==> src/rtl/spi_bridge_pkg.sv <==
package spi_bridge_pkg;
    typedef enum logic [1:0] {
        JK_WR   = 2'd0,
        JK_RD   = 2'd1,
        JK_WRRD = 2'd2,
        JK_WRWR = 2'd3
    } job_kind_e;

    typedef enum logic [3:0] {
        ST_OP, ST_LEN1, ST_LEN2, ST_ADDR1, ST_DATA1, ST_ADDR2, ST_DATA2,
        ST_REGW_IDX, ST_REGW_VAL, ST_REGR_IDX, ST_REGR_OUT, ST_RDBUF, ST_IGNORE
    } dec_state_e;

    localparam logic [7:0] OPC_WR    = 8'h00;
    localparam logic [7:0] OPC_RD    = 8'h01;
    localparam logic [7:0] OPC_WRRD  = 8'h02;
    localparam logic [7:0] OPC_WRWR  = 8'h03;
    localparam logic [7:0] OPC_RDBUF = 8'h06;
    localparam logic [7:0] OPC_REGW  = 8'h20;
    localparam logic [7:0] OPC_REGR  = 8'h21;
endpackage

==> src/rtl/spi_pin_sync.sv <==
module spi_pin_sync (
    input  logic clk,
    input  logic rst_n,
    input  logic sck_i,
    input  logic csn_i,
    input  logic mosi_i,
    output logic sck_rise,
    output logic sck_fall,
    output logic cs_act,
    output logic cs_rise,
    output logic mosi_s
);
    // bit 2 sck, bit 1 csn, bit 0 mosi; both clock and select idle high
    localparam logic [2:0] IDLE = 3'b110;
    logic [2:0] s1_q, s2_q, s3_q;

    always_ff @(posedge clk or negedge rst_n) begin
        if (!rst_n) begin
            s1_q <= IDLE;
            s2_q <= IDLE;
            s3_q <= IDLE;
        end else begin
            s1_q <= {sck_i, csn_i, mosi_i};
            s2_q <= s1_q;
            s3_q <= s2_q;
        end
    end

    assign sck_rise = s2_q[2] & ~s3_q[2];
    assign sck_fall = ~s2_q[2] & s3_q[2];
    assign cs_act   = ~s2_q[1];
    assign cs_rise  = s2_q[1] & ~s3_q[1];
    assign mosi_s   = s2_q[0];
endmodule

==> src/rtl/spi_cfg_regs.sv <==
module spi_cfg_regs #(
    parameter int         NREG     = 6,
    parameter int         STAT_IDX = 4,
    parameter logic [7:0] SIZE_ERR = 8'hF9
) (
    input  logic              clk,
    input  logic              rst_n,
    input  logic              reg_we,
    input  logic [7:0]        reg_idx,
    input  logic [7:0]        reg_wdata,
    input  logic              stat_set,
    input  logic              stat_we,
    input  logic [7:0]        stat_val,
    output logic [7:0]        reg_rdata,
    output logic [NREG*8-1:0] regs_flat
);
    logic [7:0] regs_d [NREG];
    logic [7:0] regs_q [NREG];

    always_comb begin
        reg_rdata = 8'h00;
        for (int i = 0; i < NREG; i++) begin
            regs_d[i] = regs_q[i];
            if (reg_we && reg_idx == 8'(i) && i != STAT_IDX) regs_d[i] = reg_wdata;
            if (reg_idx == 8'(i)) reg_rdata = regs_q[i];
        end
        if (stat_set)     regs_d[STAT_IDX] = SIZE_ERR;
        else if (stat_we) regs_d[STAT_IDX] = stat_val;
    end

    always_ff @(posedge clk or negedge rst_n) begin
        if (!rst_n) begin
            for (int i = 0; i < NREG; i++) regs_q[i] <= 8'h00;
        end else begin
            for (int i = 0; i < NREG; i++) regs_q[i] <= regs_d[i];
        end
    end

    for (genvar g = 0; g < NREG; g++) begin : g_flat
        assign regs_flat[g*8 +: 8] = regs_q[g];
    end
endmodule

==> src/rtl/spi_data_buf.sv <==
module spi_data_buf #(
    parameter int DEPTH = 96,
    parameter int AW    = $clog2(DEPTH)
) (
    input  logic          clk,
    input  logic          a_we,
    input  logic [AW-1:0] a_waddr,
    input  logic [7:0]    a_wdata,
    input  logic [AW-1:0] a_raddr,
    output logic [7:0]    a_rdata,
    input  logic          b_we,
    input  logic [AW-1:0] b_waddr,
    input  logic [7:0]    b_wdata,
    input  logic [AW-1:0] b_raddr,
    output logic [7:0]    b_rdata
);
    logic [7:0] mem_q [DEPTH];

    // port a (SPI side) wins a same-cycle collision
    always_ff @(posedge clk) begin
        if (a_we && int'(a_waddr) < DEPTH)      mem_q[a_waddr] <= a_wdata;
        else if (b_we && int'(b_waddr) < DEPTH) mem_q[b_waddr] <= b_wdata;
    end

    assign a_rdata = (int'(a_raddr) < DEPTH) ? mem_q[a_raddr] : 8'h00;
    assign b_rdata = (int'(b_raddr) < DEPTH) ? mem_q[b_raddr] : 8'h00;
endmodule

==> src/rtl/spi_frame_decoder.sv <==
module spi_frame_decoder
    import spi_bridge_pkg::*;
#(
    parameter int DEPTH = 96,
    parameter int AW    = $clog2(DEPTH)
) (
    input  logic          clk,
    input  logic          rst_n,
    input  logic          cs_act,
    input  logic          cs_rise,
    input  logic          sck_rise,
    input  logic          sck_fall,
    input  logic          mosi_s,
    input  logic [7:0]    reg_rdata,
    input  logic [7:0]    buf_rdata,
    output logic          miso,
    output logic [7:0]    reg_idx,
    output logic          reg_we,
    output logic [7:0]    reg_wdata,
    output logic          stat_set,
    output logic          buf_we,
    output logic [AW-1:0] buf_waddr,
    output logic [7:0]    buf_wdata,
    output logic [AW-1:0] buf_raddr,
    output logic          job_valid,
    output job_kind_e     job_kind,
    output logic [7:0]    job_len1,
    output logic [7:0]    job_len2,
    output logic [7:0]    job_addr1,
    output logic [7:0]    job_addr2
);
    localparam logic [8:0] DEPTH9 = 9'(DEPTH);

    typedef struct packed {
        dec_state_e st;
        logic [2:0] bitcnt;
        logic [7:0] rx;
        logic [7:0] tx;
        job_kind_e  kind;
        logic [7:0] len1;
        logic [7:0] len2;
        logic [7:0] addr1;
        logic [7:0] addr2;
        logic [8:0] cnt;
        logic [7:0] idx;
        logic [8:0] ptr;
        logic       complete;
        logic       job_valid;
        logic       stat_set;
        logic       reg_we;
        logic [7:0] reg_wdata;
        logic       buf_we;
        logic [8:0] buf_waddr;
        logic [7:0] buf_wdata;
    } dec_t;

    dec_t d, q;
    logic [7:0] byte_v;
    logic [7:0] resp;
    logic [8:0] len_sum;
    logic       size_bad;

    assign len_sum  = {1'b0, q.len1} + {1'b0, q.len2};
    assign size_bad = ({1'b0, q.len1} > DEPTH9) || ({1'b0, q.len2} > DEPTH9) ||
                      (q.kind == JK_WRWR && len_sum > DEPTH9);

    always_comb begin
        case (q.st)
            ST_REGR_OUT: resp = reg_rdata;
            ST_RDBUF:    resp = (q.ptr < DEPTH9) ? buf_rdata : 8'h00;
            default:     resp = 8'h00;
        endcase
    end

    always_comb begin
        d           = q;
        d.job_valid = 1'b0;
        d.stat_set  = 1'b0;
        d.reg_we    = 1'b0;
        d.buf_we    = 1'b0;
        byte_v      = {q.rx[6:0], mosi_s};
        if (!cs_act) begin
            d.st       = ST_OP;
            d.bitcnt   = 3'd0;
            d.tx       = 8'h00;
            d.complete = 1'b0;
            if (cs_rise && q.complete) begin
                if (size_bad) d.stat_set  = 1'b1;
                else          d.job_valid = 1'b1;
            end
        end else begin
            if (sck_fall) d.tx = (q.bitcnt == 3'd0) ? resp : {q.tx[6:0], 1'b0};
            if (sck_rise) begin
                d.rx     = byte_v;
                d.bitcnt = q.bitcnt + 3'd1;
                if (q.bitcnt == 3'd7) begin
                    case (q.st)
                        ST_OP: begin
                            d.len1  = 8'h00;
                            d.len2  = 8'h00;
                            d.addr2 = 8'h00;
                            case (byte_v)
                                OPC_WR:    begin d.kind = JK_WR;   d.st = ST_LEN1; end
                                OPC_RD:    begin d.kind = JK_RD;   d.st = ST_LEN1; end
                                OPC_WRRD:  begin d.kind = JK_WRRD; d.st = ST_LEN1; end
                                OPC_WRWR:  begin d.kind = JK_WRWR; d.st = ST_LEN1; end
                                OPC_REGW:  d.st = ST_REGW_IDX;
                                OPC_REGR:  d.st = ST_REGR_IDX;
                                OPC_RDBUF: begin d.st = ST_RDBUF; d.ptr = 9'd0; end
                                default:   d.st = ST_IGNORE;
                            endcase
                        end
                        ST_LEN1: begin
                            d.len1 = byte_v;
                            d.st   = (q.kind == JK_WR || q.kind == JK_RD) ? ST_ADDR1 : ST_LEN2;
                        end
                        ST_LEN2: begin
                            d.len2 = byte_v;
                            d.st   = ST_ADDR1;
                        end
                        ST_ADDR1: begin
                            d.addr1 = byte_v;
                            d.cnt   = 9'd0;
                            if (q.kind == JK_RD || (q.kind == JK_WR && q.len1 == 8'd0)) begin
                                d.st       = ST_IGNORE;
                                d.complete = 1'b1;
                            end else if (q.len1 == 8'd0) d.st = ST_ADDR2;
                            else                         d.st = ST_DATA1;
                        end
                        ST_DATA1, ST_DATA2: begin
                            d.cnt = q.cnt + 9'd1;
                            if (q.cnt < DEPTH9) begin
                                d.buf_we    = 1'b1;
                                d.buf_waddr = q.cnt;
                                d.buf_wdata = byte_v;
                            end
                            if (q.st == ST_DATA1 && q.cnt + 9'd1 == {1'b0, q.len1}) begin
                                if (q.kind == JK_WR) begin
                                    d.st       = ST_IGNORE;
                                    d.complete = 1'b1;
                                end else d.st = ST_ADDR2;
                            end
                            if (q.st == ST_DATA2 && q.cnt + 9'd1 == len_sum) begin
                                d.st       = ST_IGNORE;
                                d.complete = 1'b1;
                            end
                        end
                        ST_ADDR2: begin
                            d.addr2 = byte_v;
                            if (q.kind == JK_WRRD || q.len2 == 8'd0) begin
                                d.st       = ST_IGNORE;
                                d.complete = 1'b1;
                            end else d.st = ST_DATA2;
                        end
                        ST_REGW_IDX: begin d.idx = byte_v; d.st = ST_REGW_VAL; end
                        ST_REGW_VAL: begin
                            d.reg_we    = 1'b1;
                            d.reg_wdata = byte_v;
                            d.st        = ST_IGNORE;
                        end
                        ST_REGR_IDX: begin d.idx = byte_v; d.st = ST_REGR_OUT; end
                        ST_REGR_OUT: d.st = ST_IGNORE;
                        ST_RDBUF:    if (q.ptr < DEPTH9) d.ptr = q.ptr + 9'd1;
                        default:     d.st = ST_IGNORE;
                    endcase
                end
            end
        end
    end

    always_ff @(posedge clk or negedge rst_n) begin
        if (!rst_n) begin
            q      <= '0;
            q.st   <= ST_OP;
            q.kind <= JK_WR;
        end else begin
            q <= d;
        end
    end

    assign miso      = q.tx[7];
    assign reg_idx   = q.idx;
    assign reg_we    = q.reg_we;
    assign reg_wdata = q.reg_wdata;
    assign stat_set  = q.stat_set;
    assign buf_we    = q.buf_we;
    assign buf_waddr = q.buf_waddr[AW-1:0];
    assign buf_wdata = q.buf_wdata;
    assign buf_raddr = q.ptr[AW-1:0];
    assign job_valid = q.job_valid;
    assign job_kind  = q.kind;
    assign job_len1  = q.len1;
    assign job_len2  = q.len2;
    assign job_addr1 = q.addr1;
    assign job_addr2 = q.addr2;
endmodule

==> src/rtl/spi_cmd_bridge.sv <==
module spi_cmd_bridge
    import spi_bridge_pkg::*;
#(
    parameter int         DEPTH    = 96,
    parameter int         NREG     = 6,
    parameter int         STAT_IDX = 4,
    parameter logic [7:0] SIZE_ERR = 8'hF9,
    localparam int        AW       = $clog2(DEPTH)
) (
    input  logic              clk,
    input  logic              rst_n,
    input  logic              spi_sck,
    input  logic              spi_csn,
    input  logic              spi_mosi,
    output logic              spi_miso,
    output logic              job_valid,
    output logic [1:0]        job_kind,
    output logic [7:0]        job_len1,
    output logic [7:0]        job_len2,
    output logic [7:0]        job_addr1,
    output logic [7:0]        job_addr2,
    input  logic [AW-1:0]     eng_raddr,
    output logic [7:0]        eng_rdata,
    input  logic              eng_we,
    input  logic [AW-1:0]     eng_waddr,
    input  logic [7:0]        eng_wdata,
    input  logic              stat_we,
    input  logic [7:0]        stat_val,
    output logic [NREG*8-1:0] cfg_regs
);
    logic            sck_rise, sck_fall, cs_act, cs_rise, mosi_s;
    logic [7:0]      reg_idx, reg_wdata, reg_rdata;
    logic            reg_we, stat_set;
    logic            buf_we;
    logic [AW-1:0]   buf_waddr, buf_raddr;
    logic [7:0]      buf_wdata, buf_rdata;
    job_kind_e       kind_w;

    spi_pin_sync u_sync (
        .clk(clk), .rst_n(rst_n), .sck_i(spi_sck), .csn_i(spi_csn), .mosi_i(spi_mosi),
        .sck_rise(sck_rise), .sck_fall(sck_fall), .cs_act(cs_act), .cs_rise(cs_rise),
        .mosi_s(mosi_s)
    );

    spi_frame_decoder #(.DEPTH(DEPTH), .AW(AW)) u_dec (
        .clk(clk), .rst_n(rst_n), .cs_act(cs_act), .cs_rise(cs_rise),
        .sck_rise(sck_rise), .sck_fall(sck_fall), .mosi_s(mosi_s),
        .reg_rdata(reg_rdata), .buf_rdata(buf_rdata), .miso(spi_miso),
        .reg_idx(reg_idx), .reg_we(reg_we), .reg_wdata(reg_wdata), .stat_set(stat_set),
        .buf_we(buf_we), .buf_waddr(buf_waddr), .buf_wdata(buf_wdata), .buf_raddr(buf_raddr),
        .job_valid(job_valid), .job_kind(kind_w), .job_len1(job_len1), .job_len2(job_len2),
        .job_addr1(job_addr1), .job_addr2(job_addr2)
    );
    assign job_kind = kind_w;

    spi_cfg_regs #(.NREG(NREG), .STAT_IDX(STAT_IDX), .SIZE_ERR(SIZE_ERR)) u_regs (
        .clk(clk), .rst_n(rst_n), .reg_we(reg_we), .reg_idx(reg_idx), .reg_wdata(reg_wdata),
        .stat_set(stat_set), .stat_we(stat_we), .stat_val(stat_val),
        .reg_rdata(reg_rdata), .regs_flat(cfg_regs)
    );

    spi_data_buf #(.DEPTH(DEPTH), .AW(AW)) u_buf (
        .clk(clk),
        .a_we(buf_we), .a_waddr(buf_waddr), .a_wdata(buf_wdata),
        .a_raddr(buf_raddr), .a_rdata(buf_rdata),
        .b_we(eng_we), .b_waddr(eng_waddr), .b_wdata(eng_wdata),
        .b_raddr(eng_raddr), .b_rdata(eng_rdata)
    );
endmodule

==> config.mk <==
export PLATFORM = sky130hd
export DESIGN_NAME = spi_cmd_bridge
export DESIGN_NICKNAME = d
export VERILOG_FILES = /design/src/rtl/spi_bridge_pkg.sv /design/src/rtl/spi_pin_sync.sv /design/src/rtl/spi_cfg_regs.sv /design/src/rtl/spi_data_buf.sv /design/src/rtl/spi_frame_decoder.sv /design/src/rtl/spi_cmd_bridge.sv
export SDC_FILE = /design/constraint.sdc
export NUM_CORES = 1
export LEC_CHECK = 0
export BUFFER_PORTS_ARGS = -buffer_cell sky130_fd_sc_hd__buf_4
export CAP_MARGIN = 20
export CELL_PAD_IN_SITES_DETAIL_PLACEMENT = 1
export CELL_PAD_IN_SITES_GLOBAL_PLACEMENT = 1
export CORE_UTILIZATION = 59
export CTS_CLUSTER_DIAMETER = 50
export CTS_CLUSTER_SIZE = 25
export DETAILED_ROUTE_END_ITERATION = 8
export PLACE_DENSITY = 0.85
export SETUP_SLACK_MARGIN = 0.02
export SLEW_MARGIN = 20
export SYNTH_ARGS = -nofsm -noshare
export SYNTH_HDL_FRONTEND = slang
export SYNTH_SLANG_ARGS = --single-unit
==> constraint.sdc <==
create_clock -name clk -period 5.5 [get_ports clk]
set_input_delay 1.1 -clock clk [delete_from_list [all_inputs] [get_ports clk]]
set_output_delay 1.1 -clock clk [all_outputs]
set_load 0.02 [all_outputs]
### Yosys cells after proc, flatten, opt, wreduce, memory -nomap -nowiden

Memory sizes are Yosys's and may differ from the RTL's.
Cells that the tools add are included.

* register bits: 170
* RAM bits: 768
* input port bits: 37
* output and inout bits: 92
* logic and storage cells: 199
* memories kept: 1

Memories
* u_buf.mem_q: depth 96, bits a word 8, rd ports 2, clocked after memory_dff 0, write ports 1, RTL line spi_data_buf.sv:17 `logic [7:0] mem_q [DEPTH];`

* $add $sub $neg: 4
* order comparisons: 9
* equal/unequal tests: 35
* mux-type cells: 62
* bitwise logic cells: 7
* reduce and logical (&&, ||, !) cells: 52

Operators with widths (count)
* 8-bit two-way mux: 15
* 27-bit two-way mux: 3
* 8-bit case mux with 2 select lines: 4
* 18-bit two-way mux: 2
* 4-bit case mux with 9 select lines: 1
* 9-bit case mux with 2 select lines: 2
* 8-bit by 2-bit equality test with 1-bit output, second input constant: 4
* 8-bit zero test: 4
* 4-bit AND reduction: 8
* 7-bit < comparator, second input constant: 4
* 9-bit two-way mux: 3
* 8-bit by 3-bit equality test with 1-bit output, second input constant: 3
* 4-bit two-way mux: 6
* 9-bit by 1-bit adder with 9-bit output, second input constant: 2
* 9-bit by 7-bit < comparator with 1-bit output, second input constant: 2
* 1-bit two-way mux: 18
* 2-bit nonzero test: 9
* 4-bit by 3-bit equality test with 1-bit output, second input constant: 4
* 4-bit equality test, second input constant: 4
* 8-bit by 1-bit equality test with 1-bit output, second input constant: 2
* 8-bit by 6-bit equality test with 1-bit output, second input constant: 2
* 8-bit by 7-bit greater-than comparator with 1-bit output, second input constant: 2
* 4-bit case mux with 4 select lines: 1
* 15-bit two-way mux: 1
* other kinds (33): 63

### Longest topological paths before layout

* word-level depth: 11
* mapped depth: 12
* mapped depth without buffers: 11

### Cells and area by module

Synthesis repeated with hierarchy kept, for this count alone.

* cell total of the unflattened synthesis: 2741
* area, all modules: 45333.5 µm²

Modules (own cells, without submodules)
* spi_data_buf: instances 1, cells each 1881, area an instance 36327.3 µm², seq. area each 23062.1 µm²
* spi_frame_decoder: instances 1, cells each 680, area an instance 6448.7 µm², seq. area each 2752.6 µm²
* spi_cfg_regs: instances 1, cells each 168, area an instance 2324.7 µm², seq. area each 1201.2 µm²
* spi_pin_sync: instances 1, cells each 12, area an instance 232.7 µm², seq. area each 207.7 µm²

### Worst setup path after synthesis

Ideal clock, no wire load.

* path type: input to output
* from: input eng_raddr[0]
* to: output eng_rdata[0]
* arrival: 3400 ps
* data required time: 4400 ps
* slack: 1000 ps
* stages on the path: 8
* path buffers: 4
* cell sequence: buf_2 -> buf_2 -> buf_2 -> buf_2 -> mux4_2 -> mux4_2 -> mux2i_1 -> o22ai_1

* cells in the longest elaborated chain, start to end: 2
* elaborated cells between the ends (all ways): 3
* classes of those cells: 1 x order compare; 1 x mux; 1 x memory

RTL lines
* from (decl): RTL line spi_cmd_bridge.sv:22 `input logic [AW-1:0] eng_raddr,`
* memory read 96 x 8 bit or 7-bit < comparator (tied branches)
* 8-bit two-way mux (*): RTL line spi_data_buf.sv:26 `assign b_rdata = (int'(b_raddr) < DEPTH) ? mem_q[b_raddr] : 8'h00;`
* to (decl): RTL line spi_cmd_bridge.sv:23 `output logic [7:0] eng_rdata,`

Every way passes the cells marked *; elsewhere a longest branch is shown, timed or not.

### Final worst setup path

* from: input eng_raddr[0]
* to: output eng_rdata[2]

The elaborated chain is that of the path after synthesis.

==> metrics.md <==
| Metric | Value |
|---|---|
| Layout cells sized above 1 | 38.62% |
| CP cell instances | buf_8 > buf_12 > buf_12 > mux4_2 > mux4_2 > mux2i_1 > o22ai_1 > buf_4 |
| Reg2reg path depth | 7 |
| CP Launch Type | primary input |
| Commonest non-fill, non-tap cells in the layout | edfxtp_1 (768), mux4_2 (483), buf_4 (222) |
| Final hold violations | 0 |
| Number of buffers created by CTS | 94 |
| Fillers | 6095 |
| Clock Skews | 0.04949 ns |
| Worst VDD drop | about 0.00033 V |
| First-pass GRT wire length | roughly 210 mm |
| Min cycle time layout | 5.265 ns |
| Vias | 28048 |
| CP max FO | 22 |
| Vias in the first global route | slightly below 30000 |
| Synth Cell Area | 0.04457 mm² |
| Finished Cell Area | 0.05040 mm² |
| Critical R2R Launch | u_dec.buf_waddr[6] |
| Mean Syn Cell Area | 18.07 µm² |
| Total iterations of the first detailed-routing run | 6 |
| Setup slack, reg-to-reg | 1.23 ns |
| Initial Util | 59.77% |
| Number of max-cap violations | 0 |
| Ys async rst share | 17.77% |
| Worst EP arrival | ~4.2 ns |
| CP required | 4.40 ns |
| WL per Instance | 39.56 µm |
| Clock-pin slew on the worst setup and hold paths | 0.06 ns |
| Unrepaired setup endpoints after global routing | false |
| Post-synth EDFFs | 768 |
| YS warnings | 0 |
| Worst skew pair latency | 0.70 ns |
| Initial antenna violation count | 8 |
| Worst path max stage delay | 0.55 ns |
| TNS Setup | 0 ns |
| Core area | 0.07457 mm² |
| I/O pins | 129 |
| Most common cell after layout, fill and taps aside | edfxtp_1 |
| Outcome | finished clean |
| DPL Wire Length | 89.71 mm |
| CP Class | in -> out |
| Placed Instance Area | 0.04693 mm² |
| Pin slew with the least headroom to its limit | roughly 1.2 ns |
| Input/output buffers | ~130 |
| Resize count post-CTS | 0 |
| Hold_sp | u_sync.s1_q[2] |
| Nets | between 2000 and 3000 |
| DRC Markers | 0 |
| Hold Buf Count CTS | 0 |
| Area Overhead vs Synth | 13.08% |
| RePlAce Congestion | 0.9038 |
| Min-delay worst type | reg -> reg |
| Area occupied by registers | 0.02724 mm² |
| Synth Register Bits | 934 |
| Power density of the placed cells | 308.1 mW/mm² |
| Largest net degree at the start of global routing | a little under 100 |
| Hold Crit Endpoint | u_sync.s2_q[2] |
| CTS tree | built |
| Clock root buffer | clkbuf_16 |
| Row cnt | 100 |
| DRT iter0 DRCs | 4039 |
| Leakage | 18.45 nW |
| Area of the multi-input gates | between 0.015 and 0.02 mm² |
| Slowest cell on crit path | mux4_2 |
| # setup viols final | 0 |
| H-tree Lvls | 3 |
| ANT nets after route | 0 |
| Post-synthesis cell count | 2466 |
| Hold Path Depth | 0 |
| Relative slew margins | 18.92% |
| Width of the die | 276.8 µm |
| Ys flop type | edfxtp_1 |
| Tcrit/Tclk final | 95.73% |
| Grt ovf | 0 |
| Sequential area share after synthesis | about three fifths |
| Vias per Instance | around 7.7 |
| Post-synth cell types | 86 |
| Post-CTS Setup Bufs | 0 |
| CTS max path bufs | 3 |
| Global Route Usage Sum | about two fifths |
| Mapped Nets | 2517 |
| Die area | ~0.077 mm² |
| Clock sinks | 934 |
| Max-slew violations | 0 |
| CP Capture Type | primary output |
| Worst R2R End | u_buf.mem_q[14][6] |
| FMAX | 189.9 MHz |
| Die Height | 276.8 µm |
| Setup crit start | eng_raddr[0] |
| Routed wire length | 144.9 mm |
-- routing by layer --
layer | global-route usage [%] | wire length [µm] | vias to the layer above | share of wire, %
met3 | 9.188 | 16690 | 498 | 12
met2 | 62.29 | 71120 | 2348 | 49
met4 | 19.49 | 8130 | 8 | 5.6
met1 | 49.46 | 48930 | 14691 | 34
li1 | - | - | 10503 | -
met5 | 0 | 43 | - | 0.030
-- synthesized netlist by cell type, types with 3 or more instances --
cell type	count	share of area (%)
a211o_1	7	0.14
a211oi_1	3	0.051
a21oi_1	37	0.42
a222oi_1	15	0.34
a22oi_1	13	0.22
a31oi_1	7	0.098
a32oi_1	3	0.059
and2_1	3	0.042
and3_1	5	0.070
buf_1	21	0.18
buf_2	48	0.54
buf_4	45	0.76
buf_6	5	0.13
clkbuf_1	82	0.69
dfrtp_1	160	9.0
dfstp_2	6	0.35
edfxtp_1	768	52
ha_1	13	0.36
inv_1	25	0.21
mux2_2	94	2.4
mux2i_1	30	0.67
mux4_2	483	24
nand2_1	137	1.2
nand2b_1	20	0.28
nand3_1	47	0.53
nand3b_1	6	0.10
nand4_1	6	0.084
nor2_1	151	1.3
nor2b_1	14	0.20
nor3_1	18	0.20
nor4_1	13	0.18
nor4b_1	3	0.059
o211ai_1	13	0.22
o21a_1	3	0.051
o21ai_0	52	0.58
o22ai_1	12	0.17
o31ai_1	3	0.051
or2_2	5	0.070
or3_1	6	0.084
xnor2_1	17	0.33
xor2_1	10	0.20
-- worst max-delay path by stage --
stage / to / cells past startpoint
3_3_place_gp: eng_rdata[0] / 9
4_1_cts: eng_rdata[2] / 8
5_1_grt: eng_rdata[2] / 8
6_report: eng_rdata[2] / 8
2_1_floorplan: eng_rdata[0] / 8
3_5_place_dp: eng_rdata[0] / 9
-- registers in the layout, indices dropped and copies added, names as in the netlist, 7 cells and up --
register / cells
u_buf.mem_q: 768
u_regs.regs_flat: 48
u_dec.q: 26
u_dec.buf_wdata: 8
u_dec.job_addr1: 8
u_dec.job_addr2: 8
u_dec.job_len1: 8
u_dec.job_len2: 8
u_dec.reg_idx: 8
u_dec.reg_wdata: 8
u_dec.buf_raddr: 7
u_dec.buf_waddr: 7
u_dec.byte_v: 7
-- report_power, final --
part,switching [mW],internal (mW),leakage [nW]
Combinational,0.456,0.281,6.34
Sequential,0.113,7.69,10.5
Clock,3.27,3.72,1.62
Total,3.84,11.7,18.5
-- cell families (layout without fill, tap and decap cells) --
family                   count (synthesis)  in the layout  share of synthesized area, %
AO/OA/AOI/OAI                          200            200                         3.127
flip-flops                             934            934                         61.08
other                                    0              4                             0
buffers and inverters                  226            450                         2.501
AND/OR/NAND/NOR                        455            455                         4.770
multiplexers                           608            608                         27.49
adder cells (fa/ha/maj)                 14             14                        0.4099
XOR/XNOR                                29             29                        0.6204
-- worst max-delay path: cells and delay by family --
kind / cells / cell delay (ns)
AO/OA/AOI/OAI: 1 / 0.39
buffers and inverters: 4 / 1.04
multiplexers: 3 / 1.58
-- metrics by stage --
stage | util (%) | power, mW | hold slack [ns] | worst slack, ns | instances
after CTS | 67.46 | 15.53 | 0.3627 | 0.3824 | 3657
after global placement | 62.92 | 8.621 | 0.3458 | 0.4970 | 3479
final | 67.59 | 15.53 | 0.3609 | 0.2351 | 3663
after floorplan | - | 8.319 | 0.3312 | 1.000 | 2466
after detailed placement | 62.94 | 8.663 | 0.3499 | 0.4697 | 3480
after global routing | 67.57 | 15.78 | 0.3649 | 0.2580 | 3659
-- cell type report --
| class | count | area share (%) |
|---|---|---|
| clock inverter | 72 | 1.884 |
| clock buffer | 105 | 4.814 |
| inverter | 25 | 0.1862 |
| sequential | 934 | 54.05 |
| multi-input combinational | 1306 | 32.35 |
| timing repair buffer | 248 | 4.297 |
| tap | 969 | 2.406 |
| antenna | 4 | 0.01986 |
Power figures use the tool's default switching activity.
